File: config.mk
export PLATFORM = sky130hd
export DESIGN_NAME = masked_tower_inv
export DESIGN_NICKNAME = d
export VERILOG_FILES = /design/src/rtl/mti_pkg.sv /design/src/rtl/mti_sub_inv.sv /design/src/rtl/mti_half_chain.sv /design/src/rtl/masked_tower_inv.sv
export SDC_FILE = /design/constraint.sdc
export NUM_CORES = 1
export LEC_CHECK = 0
export BUFFER_PORTS_ARGS = -buffer_cell sky130_fd_sc_hd__buf_2
export CAP_MARGIN = 20
export CORE_MARGIN = 8
export CORE_UTILIZATION = 40
export DETAILED_ROUTE_END_ITERATION = 16
export SYNTH_ARGS = -nofsm -noshare
export SYNTH_HDL_FRONTEND = slang
export SYNTH_HIERARCHICAL = 1
export SYNTH_SLANG_ARGS = --single-unit
File: constraint.sdc
create_clock -name clk -period 0.8 [get_ports clk]
set_input_delay 0.04 -clock clk [delete_from_list [all_inputs] [get_ports clk]]
set_output_delay 0.04 -clock clk [all_outputs]
set_load 0.05 [all_outputs]
File: src/rtl/mti_pkg.sv
package mti_pkg;

    localparam int PAIR_W   = 2;
    localparam int NIB_W    = 2 * PAIR_W;
    localparam int BYTE_W   = 2 * NIB_W;

    // Norm of the GF(2^4)/GF(2^2) normal basis (w^2) and of GF(2^8)/GF(2^4) (w^2*Z^4)
    localparam logic [PAIR_W-1:0] SUB_NORM = 2'b10;
    localparam logic [NIB_W-1:0]  TOP_NORM = 4'b1000;

    typedef logic [PAIR_W-1:0] pair_t;
    typedef logic [NIB_W-1:0]  nib_t;
    typedef logic [BYTE_W-1:0] byte_t;

    // GF(2^2) product, normal basis [w^2, w]
    function automatic pair_t p_mul(input pair_t a, input pair_t b);
        logic s;
        s = (a[1] ^ a[0]) & (b[1] ^ b[0]);
        return {(a[1] & b[1]) ^ s, (a[0] & b[0]) ^ s};
    endfunction

    // Squaring in GF(2^2) is a swap of the two coordinates
    function automatic pair_t p_sq(input pair_t a);
        return {a[0], a[1]};
    endfunction

    // Fused square and norm scale in GF(2^2)
    function automatic pair_t p_sqscl(input pair_t a);
        return p_mul(p_sq(a), SUB_NORM);
    endfunction

    // GF(2^4) product, normal basis [Z^4, Z]
    function automatic nib_t n_mul(input nib_t a, input nib_t b);
        pair_t e;
        e = p_mul(p_mul(a[3:2] ^ a[1:0], b[3:2] ^ b[1:0]), SUB_NORM);
        return {p_mul(a[3:2], b[3:2]) ^ e, p_mul(a[1:0], b[1:0]) ^ e};
    endfunction

    // Fused square and norm scale in GF(2^4)
    function automatic nib_t n_sqscl(input nib_t a);
        pair_t t;
        nib_t  sq;
        t  = p_sqscl(a[3:2] ^ a[1:0]);
        sq = {p_sq(a[3:2]) ^ t, p_sq(a[1:0]) ^ t};
        return n_mul(sq, TOP_NORM);
    endfunction

endpackage

File: src/rtl/mti_sub_inv.sv
// Masked GF(2^4) inverter: input masked by q, output masked by m_hi.
module mti_sub_inv
    import mti_pkg::*;
(
    input  logic [NIB_W-1:0]  b_m,
    input  logic [NIB_W-1:0]  q,
    input  logic [PAIR_W-1:0] r,
    input  logic [NIB_W-1:0]  m_hi,
    output logic [NIB_W-1:0]  binv_m
);

    pair_t b1, b0, q1, q0, qq;
    pair_t c_s0, c_s1, c_s2, c_s3, c_s4, c_s5, c_s6;
    pair_t ci_sw, ci_s1, ci_q1, qsum, ci_q0;
    pair_t h_s0, h_s1, h_s2, h_s3, h_s4;
    pair_t l_s0, l_s1, l_s2, l_s3, l_s4;

    always_comb begin
        b1 = b_m[3:2];
        b0 = b_m[1:0];
        q1 = q[3:2];
        q0 = q[1:0];
        qq = p_mul(q1, q0);

        // masked norm value, opened by r, one term at a time
        c_s0 = r;
        c_s1 = c_s0 ^ p_sqscl(b1 ^ b0);
        c_s2 = c_s1 ^ p_sqscl(q1 ^ q0);
        c_s3 = c_s2 ^ p_mul(b1, b0);
        c_s4 = c_s3 ^ p_mul(b1, q0);
        c_s5 = c_s4 ^ p_mul(b0, q1);
        c_s6 = c_s5 ^ qq;

        // inverse by swap, then switch mask r^2 -> q1 (q1 added first)
        ci_sw = p_sq(c_s6);
        ci_s1 = ci_sw ^ q1;
        ci_q1 = ci_s1 ^ p_sq(r);

        // high pair, masked by m_hi[3:2]
        h_s0 = m_hi[3:2];
        h_s1 = h_s0 ^ p_mul(b0, ci_q1);
        h_s2 = h_s1 ^ p_mul(b0, q1);
        h_s3 = h_s2 ^ p_mul(q0, ci_q1);
        h_s4 = h_s3 ^ qq;

        // switch mask q1 -> q0; pair sum formed before it is applied
        qsum  = q0 ^ q1;
        ci_q0 = ci_q1 ^ qsum;

        // low pair, masked by m_hi[1:0]
        l_s0 = m_hi[1:0];
        l_s1 = l_s0 ^ p_mul(b1, ci_q0);
        l_s2 = l_s1 ^ p_mul(b1, q0);
        l_s3 = l_s2 ^ p_mul(q1, ci_q0);
        l_s4 = l_s3 ^ qq;

        binv_m = {h_s4, l_s4};
    end

endmodule

File: src/rtl/mti_half_chain.sv
// One output half: start ^ x*y ^ x*ky ^ kx*y ^ kxky ^ tail, in that order.
module mti_half_chain
    import mti_pkg::*;
(
    input  logic [NIB_W-1:0] start,
    input  logic [NIB_W-1:0] x_m,
    input  logic [NIB_W-1:0] x_k,
    input  logic [NIB_W-1:0] y_m,
    input  logic [NIB_W-1:0] y_k,
    input  logic [NIB_W-1:0] kxky,
    input  logic [NIB_W-1:0] tail,
    output logic [NIB_W-1:0] res
);

    nib_t s1, s2, s3, s4;

    always_comb begin
        s1  = start ^ n_mul(x_m, y_m);
        s2  = s1 ^ n_mul(x_m, y_k);
        s3  = s2 ^ n_mul(x_k, y_m);
        s4  = s3 ^ kxky;
        res = s4 ^ tail;
    end

endmodule

File: src/rtl/masked_tower_inv.sv
module masked_tower_inv
    import mti_pkg::*;
#(
    parameter bit SINGLE_MASK = 1'b0
) (
    input  logic              clk,
    input  logic              rst_n,
    input  logic [BYTE_W-1:0] data_m,
    input  logic [BYTE_W-1:0] mask_in,
    input  logic [BYTE_W-1:0] mask_out,
    input  logic [NIB_W-1:0]  mask_tmp,
    output logic [BYTE_W-1:0] result_m
);

    typedef struct packed {
        byte_t res;
    } state_t;

    state_t st_d, st_q;

    nib_t a1, a0, k1, k0, kk, k01;
    nib_t b_s0, b_s1, b_s2, b_s3, b_s4, b_s5, b_s6;
    nib_t binv_k1, b2_k0;
    nib_t hi_start, hi_tail, lo_start, lo_tail, hi_res, lo_res;
    byte_t res_mask;

    assign a1 = data_m[7:4];
    assign a0 = data_m[3:0];
    assign k1 = mask_in[7:4];
    assign k0 = mask_in[3:0];
    assign kk = n_mul(k0, k1);   // shared by both output halves

    // masked norm value, opened by the temporary mask
    assign b_s0 = mask_tmp;
    assign b_s1 = b_s0 ^ n_sqscl(a1 ^ a0);
    assign b_s2 = b_s1 ^ n_sqscl(k1 ^ k0);
    assign b_s3 = b_s2 ^ n_mul(a1, a0);
    assign b_s4 = b_s3 ^ n_mul(a1, k0);
    assign b_s5 = b_s4 ^ n_mul(a0, k1);
    assign b_s6 = b_s5 ^ kk;

    mti_sub_inv u_sub (
        .b_m    (b_s6),
        .q      (mask_tmp),
        .r      (k0[1:0]),
        .m_hi   (k1),
        .binv_m (binv_k1)
    );

    // move subfield inverse from mask k1 to mask k0
    assign k01   = k0 ^ k1;
    assign b2_k0 = binv_k1 ^ k01;

    generate
        if (SINGLE_MASK) begin : g_shared
            assign hi_start = mask_tmp;
            assign lo_start = mask_tmp;
            assign hi_tail  = k1 ^ mask_tmp;
            assign lo_tail  = k0 ^ mask_tmp;
            assign res_mask = mask_in;
        end else begin : g_dual
            assign hi_start = mask_out[7:4];
            assign lo_start = mask_out[3:0];
            assign hi_tail  = '0;
            assign lo_tail  = '0;
            assign res_mask = mask_out;
        end
    endgenerate

    mti_half_chain u_hi (
        .start (hi_start),
        .x_m   (a0),
        .x_k   (k0),
        .y_m   (binv_k1),
        .y_k   (k1),
        .kxky  (kk),
        .tail  (hi_tail),
        .res   (hi_res)
    );

    mti_half_chain u_lo (
        .start (lo_start),
        .x_m   (a1),
        .x_k   (k1),
        .y_m   (b2_k0),
        .y_k   (k0),
        .kxky  (kk),
        .tail  (lo_tail),
        .res   (lo_res)
    );

    always_comb begin
        st_d     = st_q;
        st_d.res = {hi_res, lo_res};
    end

    always_ff @(posedge clk or negedge rst_n) begin
        if (!rst_n) st_q <= '0;
        else        st_q <= st_d;
    end

    assign result_m = st_q.res;

    // ---------------- assertions ----------------
    logic [1:0] age_q;
    always_ff @(posedge clk or negedge rst_n) begin
        if (!rst_n)          age_q <= 2'd0;
        else if (age_q != 2) age_q <= age_q + 2'd1;
    end

    p_zero_data_r5: assert property (@(posedge clk) disable iff (!rst_n)
        (age_q != 0 && $past(data_m) == $past(mask_in)) |-> (result_m == $past(res_mask)));

    p_unit_fixed_r6: assert property (@(posedge clk) disable iff (!rst_n)
        (age_q != 0 && ($past(data_m) ^ $past(mask_in)) == 8'hFF)
            |-> ((result_m ^ $past(res_mask)) == 8'hFF));

    // subfield inverse of zero comes back as the bare upper input-mask half
    p_sub_remask_r3: assert property (@(posedge clk) disable iff (!rst_n)
        (b_s6 == mask_tmp) |-> (binv_k1 == k1));

    p_mask_indep_r7: assert property (@(posedge clk) disable iff (!rst_n)
        (age_q == 2
         && ($past(data_m) ^ $past(mask_in)) == ($past(data_m, 2) ^ $past(mask_in, 2))
         && $past(res_mask) == $past(res_mask, 2))
            |-> $stable(result_m));

endmodule

# Word level (Yosys, flattened, before mapping)
# Index checks and enable logic that the tools add are counted.
# W data, S select, Z words.
word_totals:
  ff_bits: 8
  out_inout_bits: 8
  word_cells: 289
op_classes:
  bitwise: 288
op_table:
  columns: ["cell", "n"]
  rows:
  - ["$xor A1 B1 Y1", 124]
  - ["$xor A2 B2 Y2", 51]
  - ["$and A1 B1 Y1", 96]
  - ["$xor A4 B4 Y4", 17]

# Logic depth before layout (Yosys ltp)
depth:
  ltp_word: 48
  ltp_mapped: 23
  ltp_nobuf: 22

# Modules after synthesis
# Netlist, hierarchy kept.
by_module_without_submodules:
  columns: ["module", "n_inst", "cells_each", "area_per_inst_um2"]
  rows:
  - ["masked_tower_inv", 1, 161, 1448.9]
  - ["mti_half_chain", 2, 82, 645.6]
  - ["mti_sub_inv", 1, 86, 817.0]

# Least setup slack after synthesis
# OpenSTA, ideal clock, no wires.
synth_path:
  kind: "input-to-reg"
  from: "input port mask_in[4]"
  to: "register st_q, in the netlist result_m[1]"
  setup_ps: 130
  arrival_time_ps: 5636
  path_slack_ps: -4966
  path_stages: 23
  n_path_buf: 2
  path_cell_list: "buf_6 xor2_4 xnor2_1 or3_1 a31oi_1 xnor2_1 xor3_1 buf_6 mux2_2 a221oi_1 xnor3_2 xnor3_2 xor2_2 or3_1 a31oi_1 xnor2_1 xor2_1 xor2_1 xor2_1 or3_1 a31oi_1 xnor2_1 xnor2_1"
synth_between:
  elab_cells_between_ends: 135
  classes_between: "bitwise: 135"
synth_lines:
  columns: ["item", "line", "text"]
  rows:
  - ["start: declaration", "masked_tower_inv.sv:9", "input logic [BYTE_W-1:0] mask_in,"]
  - ["$xor A4 B4 Y4", "masked_tower_inv.sv:36", "assign b_s2 = b_s1 ^ n_sqscl(k1 ^ k0);"]
  - ["$xor A2 B2 Y2", "mti_pkg.sv:43", "t = p_sqscl(a[3:2] ^ a[1:0]);"]
  - ["$xor A1 B1 Y1", "mti_pkg.sv:18", "s = (a[1] ^ a[0]) & (b[1] ^ b[0]);"]
  - ["$xor A1 B1 Y1", "mti_pkg.sv:19", "return {(a[1] & b[1]) ^ s, (a[0] & b[0]) ^ s};"]
  - ["$xor A2 B2 Y2", "mti_pkg.sv:44", "sq = {p_sq(a[3:2]) ^ t, p_sq(a[1:0]) ^ t};"]
  - ["$xor A2 B2 Y2", "mti_pkg.sv:35", "e = p_mul(p_mul(a[3:2] ^ a[1:0], b[3:2] ^ b[1:0]), SUB_NORM);"]
  - ["$xor A1 B1 Y1", "mti_pkg.sv:18", null]
  - ["$xor A1 B1 Y1", "mti_pkg.sv:19", null]
  - ["[8 not listed]", null, null]
  - ["named net b_s6[3]", "masked_tower_inv.sv:22", "nib_t b_s0, b_s1, b_s2, b_s3, b_s4, b_s5, b_s6;"]
  - ["[18 not listed]", null, null]
  - ["named net binv_k1[3]", "masked_tower_inv.sv:23", "nib_t binv_k1, b2_k0;"]
  - ["[1 not listed]", null, null]
  - ["named net b2_k0[3]", "masked_tower_inv.sv:23", null]
  - ["[4 not listed]", null, null]
  - ["$xor A1 B1 Y1", "mti_pkg.sv:18", null]
  - ["$xor A1 B1 Y1", "mti_pkg.sv:19", null]
  - ["$xor A2 B2 Y2", "mti_pkg.sv:36", "return {p_mul(a[3:2], b[3:2]) ^ e, p_mul(a[1:0], b[1:0]) ^ e};"]
  - ["$xor A4 B4 Y4", "mti_half_chain.sv:18", "s1 = start ^ n_mul(x_m, y_m);"]
  - ["$xor A4 B4 Y4", "mti_half_chain.sv:19", "s2 = s1 ^ n_mul(x_m, y_k);"]
  - ["$xor A4 B4 Y4 (*)", "mti_half_chain.sv:20", "s3 = s2 ^ n_mul(x_k, y_m);"]
  - ["$xor A4 B4 Y4 (*)", "mti_half_chain.sv:21", "s4 = s3 ^ kxky;"]
  - ["named net lo_res[1]", "masked_tower_inv.sv:24", "nib_t hi_start, hi_tail, lo_start, lo_tail, hi_res, lo_res;"]
  - ["end signal: assignment", "masked_tower_inv.sv:99", "else st_q <= st_d;"]
  - ["end: declaration", "masked_tower_inv.sv:19", "state_t st_d, st_q;"]
# The timed path passes the listed nets; every way through them passes the cells marked *.

# Worst setup path after layout
layout_path:
  from: "input port mask_in[6]"
  to: "register st_q, in the netlist result_m[3]"
layout_between:
  elab_cells_between_ends: 135
  classes_between: "bitwise: 135"
layout_lines:
  columns: ["item", "line", "text"]
  rows:
  - ["$xor A2 B2 Y2", "mti_pkg.sv:35", null]
  - ["$xor A1 B1 Y1", "mti_pkg.sv:18", null]
  - ["$and A1 B1 Y1", "mti_pkg.sv:18", null]
  - ["$xor A1 B1 Y1", "mti_pkg.sv:19", null]
  - ["$xor A1 B1 Y1", "mti_pkg.sv:18", null]
  - ["$xor A2 B2 Y2 (*)", "mti_pkg.sv:36", null]
  - ["named net kk[2]", "masked_tower_inv.sv:21", "nib_t a1, a0, k1, k0, kk, k01;"]
  - ["$xor A4 B4 Y4 (*)", "masked_tower_inv.sv:40", "assign b_s6 = b_s5 ^ kk;"]
  - ["named net b_s6[2]", "masked_tower_inv.sv:22", null]
  - ["[19 not listed]", null, null]
  - ["named net binv_k1[0]", "masked_tower_inv.sv:23", null]
  - ["[1 not listed]", null, null]
  - ["named net b2_k0[0]", "masked_tower_inv.sv:23", null]
  - ["[4 not listed]", null, null]
  - ["$xor A1 B1 Y1", "mti_pkg.sv:18", null]
  - ["$xor A1 B1 Y1", "mti_pkg.sv:19", null]
  - ["$xor A2 B2 Y2", "mti_pkg.sv:36", null]
  - ["$xor A4 B4 Y4", "mti_half_chain.sv:18", null]
  - ["$xor A4 B4 Y4", "mti_half_chain.sv:19", null]
  - ["$xor A4 B4 Y4 (*)", "mti_half_chain.sv:20", null]
  - ["$xor A4 B4 Y4 (*)", "mti_half_chain.sv:21", null]
  - ["named net lo_res[3]", "masked_tower_inv.sv:24", null]
# Marked as above.

==> metrics.md <==
| Metric | Value |
|---|---|
| Status | `finished with violations` |
| Violated checks | `negative setup slack` |
| Most numerous cell on the critical path | `xnor2_1` |
| # DRC | `0` |
| Final ANT Viol Nets | `0` |
| Setup tns final | `-33.88 ns` |
| Detailed Route WL | `10340 um` |
| Post-synth cell types | `52` |
| Mapped Avg Cell Area | `8.655 um^2` |
| Mapped Area | `0.003557 mm^2` |
| Worst Path Arrival | `5.26 ns` |
| Sequential area share after synthesis | `5.628%` |
| Initial Utilization | `40.99%` |
| Die Y | `110.3 um` |
| Fraction of registers with async set/reset | `100.0%` |
| Drt wl/cell | `15.07 um` |
| Pin count of the biggest net entering global routing | `12` |
| Placed cells | `657` |
| CP Cell Sequence | `buf_8, buf_12, clkinv_8, o22ai_2, mux4_2, nor2_4, xnor2_4, xnor3_2, mux2_4, a221oi_2, xnor3_2, buf_6, xor3_2, buf_4, o32ai_2, xnor2_1, xor2_1, buf_4, xnor2_2, xor2_1, or3_1, a31oi_1, xnor2_1, xnor2_1` |
| DR vias | `3347` |
| First-pass GRT wire length | `16100 um` |
| Finished Layout Cells | `686` |
| CP top delay family | `XOR/XNOR gates` |
| Fin crit period | `5.158 ns` |
| Min-Delay Path Class | `input port to async pin` |
| Detailed Route Iter0 Violations | `214` |
| Worst-Margin Slew | `0.5153 ns` |
| Max reg flops | `8` |
| GRT overflow | `0` |
| Initial antenna violation count | `0` |
| Critical-path maximum fanout | `8` |
| Max Fclk | `193.9 MHz` |
| Final Setup Violations | `9` |
| Crit path kind | `input port to register` |
| Crit path depth | `24` |
| Mapped Cells | `411` |
| Final nets | `622` |
| Die area | `0.01217 mm^2` |
| Worst Path Required | `0.90 ns` |
| Seq cells post-synth | `8` |
| HPWL Detailed | `8249 um` |
| PortBufs | `37` |
| Max Buffers Root-to-Sink | `2` |
| Vias in the first global route | `3379` |
| Top_reg_cell synth | `dfrtp_1` |
| N_diodes | `0` |
| CP endpoint kind | `register` |
| Die W | `110.3 um` |
| RSZ-0062 raised after global routing | `yes` |
| Final RePlAce weighted congestion | `0.8669` |
| Slew HR | `65.40%` |
| Share of layout cells above drive strength 1 | `48.27%` |
| Clk pin slew, worst setup/hold paths | `0.04 ns` |
| Worst setup margin | `-4.358 ns` |
| H-tree lvl count | `1` |
| Most common cell after layout, fill and taps aside | `buf_4` |
| Buf/Inv on CP | `6` |
| Clock root cell | `clkbuf_8` |
| P&R area growth vs syn | `57.16%` |
| Final hold violations | `0` |
| CP max stage delay | `0.54 ns` |
| IO Pins | `38` |
| All-Layer GR Usage | `16.69%` |
| Routed vias/inst | `4.879` |
| Crit start category | `input port` |
| Placeable Area | `0.008678 mm^2` |
| Drt first pass iters | `5` |
| Slowest cell on crit path | `xnor3_2` |
| Total of warnings raised by yosys | `6` |
| Max-cap viol count | `0` |
| Row count | `34` |
| EDFF count, synth | `0` |
| TritonCTS buffer count | `3` |
| Clock Sinks | `8` |
| Post-Route Utilization | `64.42%` |
| CTS tree | `yes` |
| Final cycle utilization of the critical path | `644.8%` |
| Most frequent cells in the layout | `127 x buf_4, 126 x xnor2_1, 36 x xnor2_2, 30 x nand2_1, 29 x xor2_1` |
| Slew Viols, Final | `0` |
-- cell families (layout without fill, tap and decap cells) --
kind of cell    Yosys count  in the layout  share of synthesized area, %
simple gates             87             87                         11.92
mux                      13             13                         4.186
xor+xnor                219            219                         61.06
buf+inv                  20            180                         3.482
other cells               1              8                        0.1054
compound gates           51             51                         9.392
fa+ha+maj                12             12                         4.221
flops                     8              8                         5.628
-- stage by stage --
step	hold slack, ns	instance area [um^2]	setup slack [ns]
final	0.1753	5590	-4.358
after global routing	0.2062	5590	-4.594
after CTS	0.1775	5220	-4.316
after detailed placement	-0.1161	4778	-4.690
after global placement	-0.1191	4778	-4.580
after floorplan	-0.2556	3756	-4.355
-- cell type report --
cell class / count / area [um^2]
tap: 108 / 135.1
timing repair buffer: 172 / 1340
clock buffer: 3 / 41.29
multi-input combinational: 390 / 3832
inverter: 5 / 41.29
sequential: 8 / 200.2
fill: 704 / 3088
-- layer usage --
layer  global-route usage [%]  share of wire (%)  up-vias  routed length, um
met1                    19.72                 42     1595               4297
met3                   0.8140                3.5        7                364
li1                         -                  -     1672                  -
met2                    32.43                 54       73               5587
met4                    2.950               0.88        0                 91
met5                        0                  0        -                  0
-- repair_timing --
item / 4_1_cts / 5_1_grt
pin swaps: 39 / 30
cloned: 0 / 0
buffers inserted: 11 / 16
hold buffers: 1 / 0
hold endpoints to repair: 8 / 0
resized for setup: 58 / 47
setup endpoints to repair: 16 / 16
-- cell usage after synthesis, types with 2 or more instances --
| library cell | n | area [um^2] |
|---|---|---|
| o211ai_1 | 2 | 15.01 |
| mux2i_1 | 7 | 70.07 |
| a221oi_1 | 3 | 26.28 |
| buf_2 | 8 | 40.04 |
| nor3_1 | 3 | 15.01 |
| xnor2_2 | 7 | 113.9 |
| buf_4 | 2 | 15.01 |
| xor2_1 | 36 | 315.3 |
| or3_1 | 4 | 25.02 |
| xnor3_1 | 5 | 112.6 |
| mux2_2 | 4 | 45.04 |
| o21ai_1 | 2 | 10.01 |
| buf_6 | 4 | 45.04 |
| nor2_1 | 26 | 97.59 |
| inv_1 | 4 | 15.01 |
| ha_1 | 12 | 150.1 |
| o221ai_1 | 2 | 17.52 |
| xnor3_2 | 2 | 47.55 |
| dfrtp_1 | 8 | 200.2 |
| xor2_2 | 5 | 81.33 |
| xnor2_1 | 160 | 1401 |
| a21oi_1 | 12 | 60.06 |
| o21ai_0 | 11 | 55.05 |
| a31oi_1 | 5 | 31.28 |
| nand2_1 | 30 | 112.6 |
| nor2b_1 | 8 | 50.05 |
| a22oi_1 | 2 | 15.01 |
| nand2b_2 | 2 | 17.52 |
| xor3_1 | 2 | 47.55 |
| o22ai_1 | 5 | 31.28 |
| nand2b_1 | 6 | 37.54 |
| nand3b_1 | 2 | 15.01 |
-- how the worst max path moves through the flow --
stage	from	endpoint	slack [ns]
floorplan	mask_in[2]	result_m[1]$_DFF_PN0_	-4.35
global placement	mask_in[6]	result_m[1]$_DFF_PN0_	-4.58
detailed placement	mask_in[6]	result_m[1]$_DFF_PN0_	-4.69
CTS	mask_in[6]	result_m[1]$_DFF_PN0_	-4.32
global route	mask_in[6]	result_m[3]$_DFF_PN0_	-4.59
finish	mask_in[6]	result_m[3]$_DFF_PN0_	-4.36
Power is left out: the tool's default activity adds up to more than one toggle a clock period on the data nets, which glitch-free logic cannot reach.
